File: config.mk
export PLATFORM = sky130hd
export DESIGN_NAME = latency_watch
export DESIGN_NICKNAME = d
export VERILOG_FILES = /design/src/rtl/latency_watch_pkg.sv /design/src/rtl/lw_starve_detect.sv /design/src/rtl/lw_wait_counter.sv /design/src/rtl/lw_sticky_flag.sv /design/src/rtl/latency_watch.sv
export SDC_FILE = /design/constraint.sdc
export NUM_CORES = 1
export LEC_CHECK = 0
export BUFFER_PORTS_ARGS = -buffer_cell sky130_fd_sc_hd__buf_2
export CAP_MARGIN = 20
export CORE_AREA = 2 2 39 41
export DETAILED_ROUTE_END_ITERATION = 8
export DIE_AREA = 0 0 41 43
export GPL_TIMING_DRIVEN = 0
export PLACE_DENSITY = 0.43
export SYNTH_ARGS = -nofsm -noshare
export SYNTH_HDL_FRONTEND = slang
export SYNTH_HIERARCHICAL = 1
export SYNTH_SLANG_ARGS = --single-unit
File: constraint.sdc
create_clock -name clk -period 3.4 [get_ports clk]
set_clock_uncertainty 0.2 [all_clocks]
set_input_delay 0.68 -clock clk [delete_from_list [all_inputs] [get_ports clk]]
set_output_delay 0.68 -clock clk [all_outputs]
set_load 0.03 [all_outputs]
File: src/rtl/latency_watch_pkg.sv
// Shared client state codes for the service latency monitor.
package latency_watch_pkg;
    typedef enum logic [1:0] {
        CL_IDLE = 2'b00,
        CL_REQ  = 2'b01,
        CL_HOLD = 2'b10,
        CL_RSVD = 2'b11
    } client_st_e;
endpackage

File: src/rtl/lw_starve_detect.sv
// Combinational detector for the unserved condition.
// Assumes: the rival states are packed two bits per client, and only the
// request code counts as competition.
module lw_starve_detect #(
    parameter int NUM_RIVALS = 2
) (
    input  logic [1:0]              own_st,
    input  logic                    own_ack,
    input  logic [2*NUM_RIVALS-1:0] rival_st,
    output logic                    unserved
);
    import latency_watch_pkg::*;

    logic [NUM_RIVALS-1:0] rival_req;

    // One competition flag per rival client.
    for (genvar i = 0; i < NUM_RIVALS; i++) begin : g_rival
        assign rival_req[i] = (rival_st[2*i +: 2] == CL_REQ);
    end

    // A waits, is not acknowledged, and nobody competes.
    always_comb begin
        unserved = (own_st == CL_REQ) && !own_ack && (rival_req == '0);
    end
endmodule

File: src/rtl/lw_wait_counter.sv
// Saturating count of consecutive unserved cycles.
// Assumes: a synchronous active-low reset. The count saturates at BOUND+1.
// at_limit flags a hit sampled while the count already stands at BOUND or above.
module lw_wait_counter #(
    parameter int BOUND = 3,
    parameter int CW    = $clog2(BOUND + 2)
) (
    input  logic          clk,
    input  logic          rst_n,
    input  logic          hit,
    output logic [CW-1:0] cnt,
    output logic          at_limit
);
    localparam logic [CW-1:0] SAT = CW'(BOUND + 1);
    localparam logic [CW-1:0] LIM = CW'(BOUND);

    // Count consecutive hits and clear on any miss.
    always_ff @(posedge clk) begin
        if (!rst_n)          cnt <= '0;
        else if (!hit)       cnt <= '0;
        else if (cnt != SAT) cnt <= cnt + 1'b1;
    end

    // This hit would take the wait past the bound.
    always_comb begin
        at_limit = hit && (cnt >= LIM);
    end
endmodule

File: src/rtl/lw_sticky_flag.sv
// Absorbing error flag.
// Assumes: a synchronous active-low reset is the only way to clear it.
module lw_sticky_flag (
    input  logic clk,
    input  logic rst_n,
    input  logic set,
    output logic flag
);
    // Latch the violation and hold it until reset.
    always_ff @(posedge clk) begin
        if (!rst_n) flag <= 1'b0;
        else        flag <= flag | set;
    end
endmodule

File: src/rtl/latency_watch.sv
// Top of the bounded service latency monitor.
// Assumes: client states use the latency_watch_pkg codes, and B and C are
// the competing clients.
module latency_watch #(
    parameter int BOUND = 3,
    parameter int CW    = $clog2(BOUND + 2)
) (
    input  logic          clk,
    input  logic          rst_n,
    input  logic [1:0]    state_a,
    input  logic [1:0]    state_b,
    input  logic [1:0]    state_c,
    input  logic          ack_a,
    output logic          err_o,
    output logic [CW-1:0] wait_cnt_o
);
    localparam int NUM_RIVALS = 2;

    logic unserved;
    logic at_limit;

    lw_starve_detect #(.NUM_RIVALS(NUM_RIVALS)) u_detect (
        .own_st   (state_a),
        .own_ack  (ack_a),
        .rival_st ({state_c, state_b}),
        .unserved (unserved)
    );

    lw_wait_counter #(.BOUND(BOUND), .CW(CW)) u_count (
        .clk      (clk),
        .rst_n    (rst_n),
        .hit      (unserved),
        .cnt      (wait_cnt_o),
        .at_limit (at_limit)
    );

    lw_sticky_flag u_flag (
        .clk   (clk),
        .rst_n (rst_n),
        .set   (at_limit),
        .flag  (err_o)
    );
endmodule

==> results.md <==
* Initial Utilization at 16.7%
* Max Fanout on Critical Path at 8
* Gr ovfl total at 0
* Crit path max-delay cell type: dfxtp_1
* Synthesized area per cell at roughly 8.9 um^2
* Largest net degree at the start of global routing at 9
* Worst setup path class: reg2out
* CTS Buffer Depth at 2
* Number of I/O pins at 13
* TritonCTS Buffers at 3
* RSZ-0062 raised after global routing: false
* Area of the mapped netlist at 231 um^2
* Hold Buf Count CTS at 0
* R2r startpoint: u_count/cnt[2]
* DRC marker count from the first detailed-route iteration at 1
* Hold Startpoint: u_flag/flag
* Nets at 55
* Initial DRT Pass Iterations at 2
* First-pass GRT wire length at 855 um
* Final setup violation count at 0
* Non-Filler Instances at 57
* GP Congestion at slightly above 0.6
* Top cells by area, synth: dfxtp_1, ha_1, inv_1
* CP required at between 2000 and 3000 ps
* CP peak stage delay at roughly 460 ps
* PD cells at ~340 nW/um^2
* FF+latch count, synth at 4
* CTS Root Cell: clkbuf_4
* Worst-path clk slew at ~40 ps
* Crit path launch type: flip-flop
* Hold depth at 1
* Slew HR at between 80% and 90%
* Routed Antenna Nets at 0
* Yosys warnings at 6
* Worst Hold Class: reg2reg
* Layout area overhead at 44.3%
* H-tree Lvls at 1
* Reg2Reg Depth at 5
* Final period util at 53.8%
* Final WL at between 400 and 500 um
* Slew @ Worst Pin at roughly 270 ps
* Status: finished, final reports clean
* Vias post-DR at 220
* CP arrival at approximately 950 ps
* Worst skew pair latency at between 200 and 250 ps
* CTS tree: built
* Die ar. at ~1800 um^2
* Die width at just over 40 um
* Distinct cell type count after synthesis at 13
* Total power at 0.115 mW
* Vias in the first global route at 223
* Max Cap Viol at 0
* Final Hold Vio Count at 0
* Cells after synthesis at 26
* CP delay by family, top: flip-flops
* Cells after DPL at 54
* Port bufs at 12
* Crit path capture type: output pin
* Total GRT Usage at 7.34%
* Leading cell types in the layout, fill and taps excluded: buf_2, inv_1, dfxtp_1
* Final Max Slew Viols at 0
* Bufs and invs on worst path at 1
* Sequential-to-total area share from yosys stat at roughly 35%
* Syn Nets at 38
* FF-to-FF setup slack at 1850 ps
* Hold Path Sink: u_flag/flag
* Leading area contributor after synthesis: dfxtp_1
* Clock sinks at 4
* R2R Path End: u_flag/flag
* Total core area at about 1400 um^2
* Post-CTS Setup Bufs at 0
* Post-CTS sizing at 0
* Max Freq at 546 MHz
* Initial antenna violation count at 0
* VDD IR max at 0.175 mV
* FP Rows at 14
* Most common cell after layout, fill and taps aside: buf_2
* DRC viols at 0
* Crit path cell chain: buf_2
* Minimum clock period at approximately 1800 ps
* DP Wirelength at between 300 and 400 um
* # diodes at 0
* Top-area cell type share of the netlist area at 34.6%
* Share of layout cells above drive strength 1 at 39.0%
* Final setup TNS at 0 ps
* Die H at 43 um
* P_leak at 0.166 nW
* Vias per cell at approximately 3.9
* WL/cell at around 8.5 um
-- worst max-delay path by stage --
stage / from / to / depth (start not counted)
6_report: u_count/cnt[2] / wait_cnt_o[2] / 1
5_1_grt: u_count/cnt[2] / wait_cnt_o[2] / 1
4_1_cts: u_count/cnt[2] / wait_cnt_o[2] / 1
3_5_place_dp: state_a[1] / u_flag/flag / 5
3_3_place_gp: state_a[1] / u_flag/flag / 5
2_1_floorplan: state_a[1] / u_flag/flag / 4
-- flip-flops by register name (all words and copies together) (netlist names) --
register     count
u_count/cnt      3
u_flag/flag      1
-- power by group --
| group | total [mW] | switching, mW | internal (mW) |
|---|---|---|---|
| Clock | 0.0582 | 0.0188 | 0.0394 |
| Combinational | 0.00878 | 0.00376 | 0.00501 |
| Sequential | 0.0478 | 0.000395 | 0.0474 |
-- stage by stage --
stage	hold slack [ps]	area [um^2]	utilization [%]	setup slack [ps]
final	244	334	24.1	1570
after global placement	245	312	22.5	1500
after global routing	285	334	24.1	1520
after CTS	253	334	24.1	1580
after floorplan	427	231	-	1650
after detailed placement	241	312	22.5	1500
-- synth_stat cells, drive strengths merged --
cell type	n
a211oi	1
a21bo	1
inv	5
ha	3
a21o	1
a21oi	3
or3b	1
nor2b	1
dfxtp	4
nand2	2
o21a	1
nand3	2
a221oi	1
-- cell type report --
class	count	area (um^2)
clock buffers	3	22.5
repair buffers	12	60.1
fillers	156	1050
multi-input cells	17	133
well taps	16	20.0
flip-flops and latches	4	80.1
inverters	5	18.8
-- per-layer routing --
metal	wire length [um]	track usage (%)	up-vias
met5	0	0	-
li1	-	-	121
met3	59	4.71	0
met2	162	8.13	15
met1	263	10.3	84
met4	0	4.00	0
-- kinds of logic after synthesis --
logic type	Yosys count	synth area share [%]
flops	4	34.6
buf+inv	5	8.11
fa+ha+maj	3	16.2
compound gates	8	27.0
simple gates	6	14.1
No activity file was read; power rests on OpenSTA's default activity.
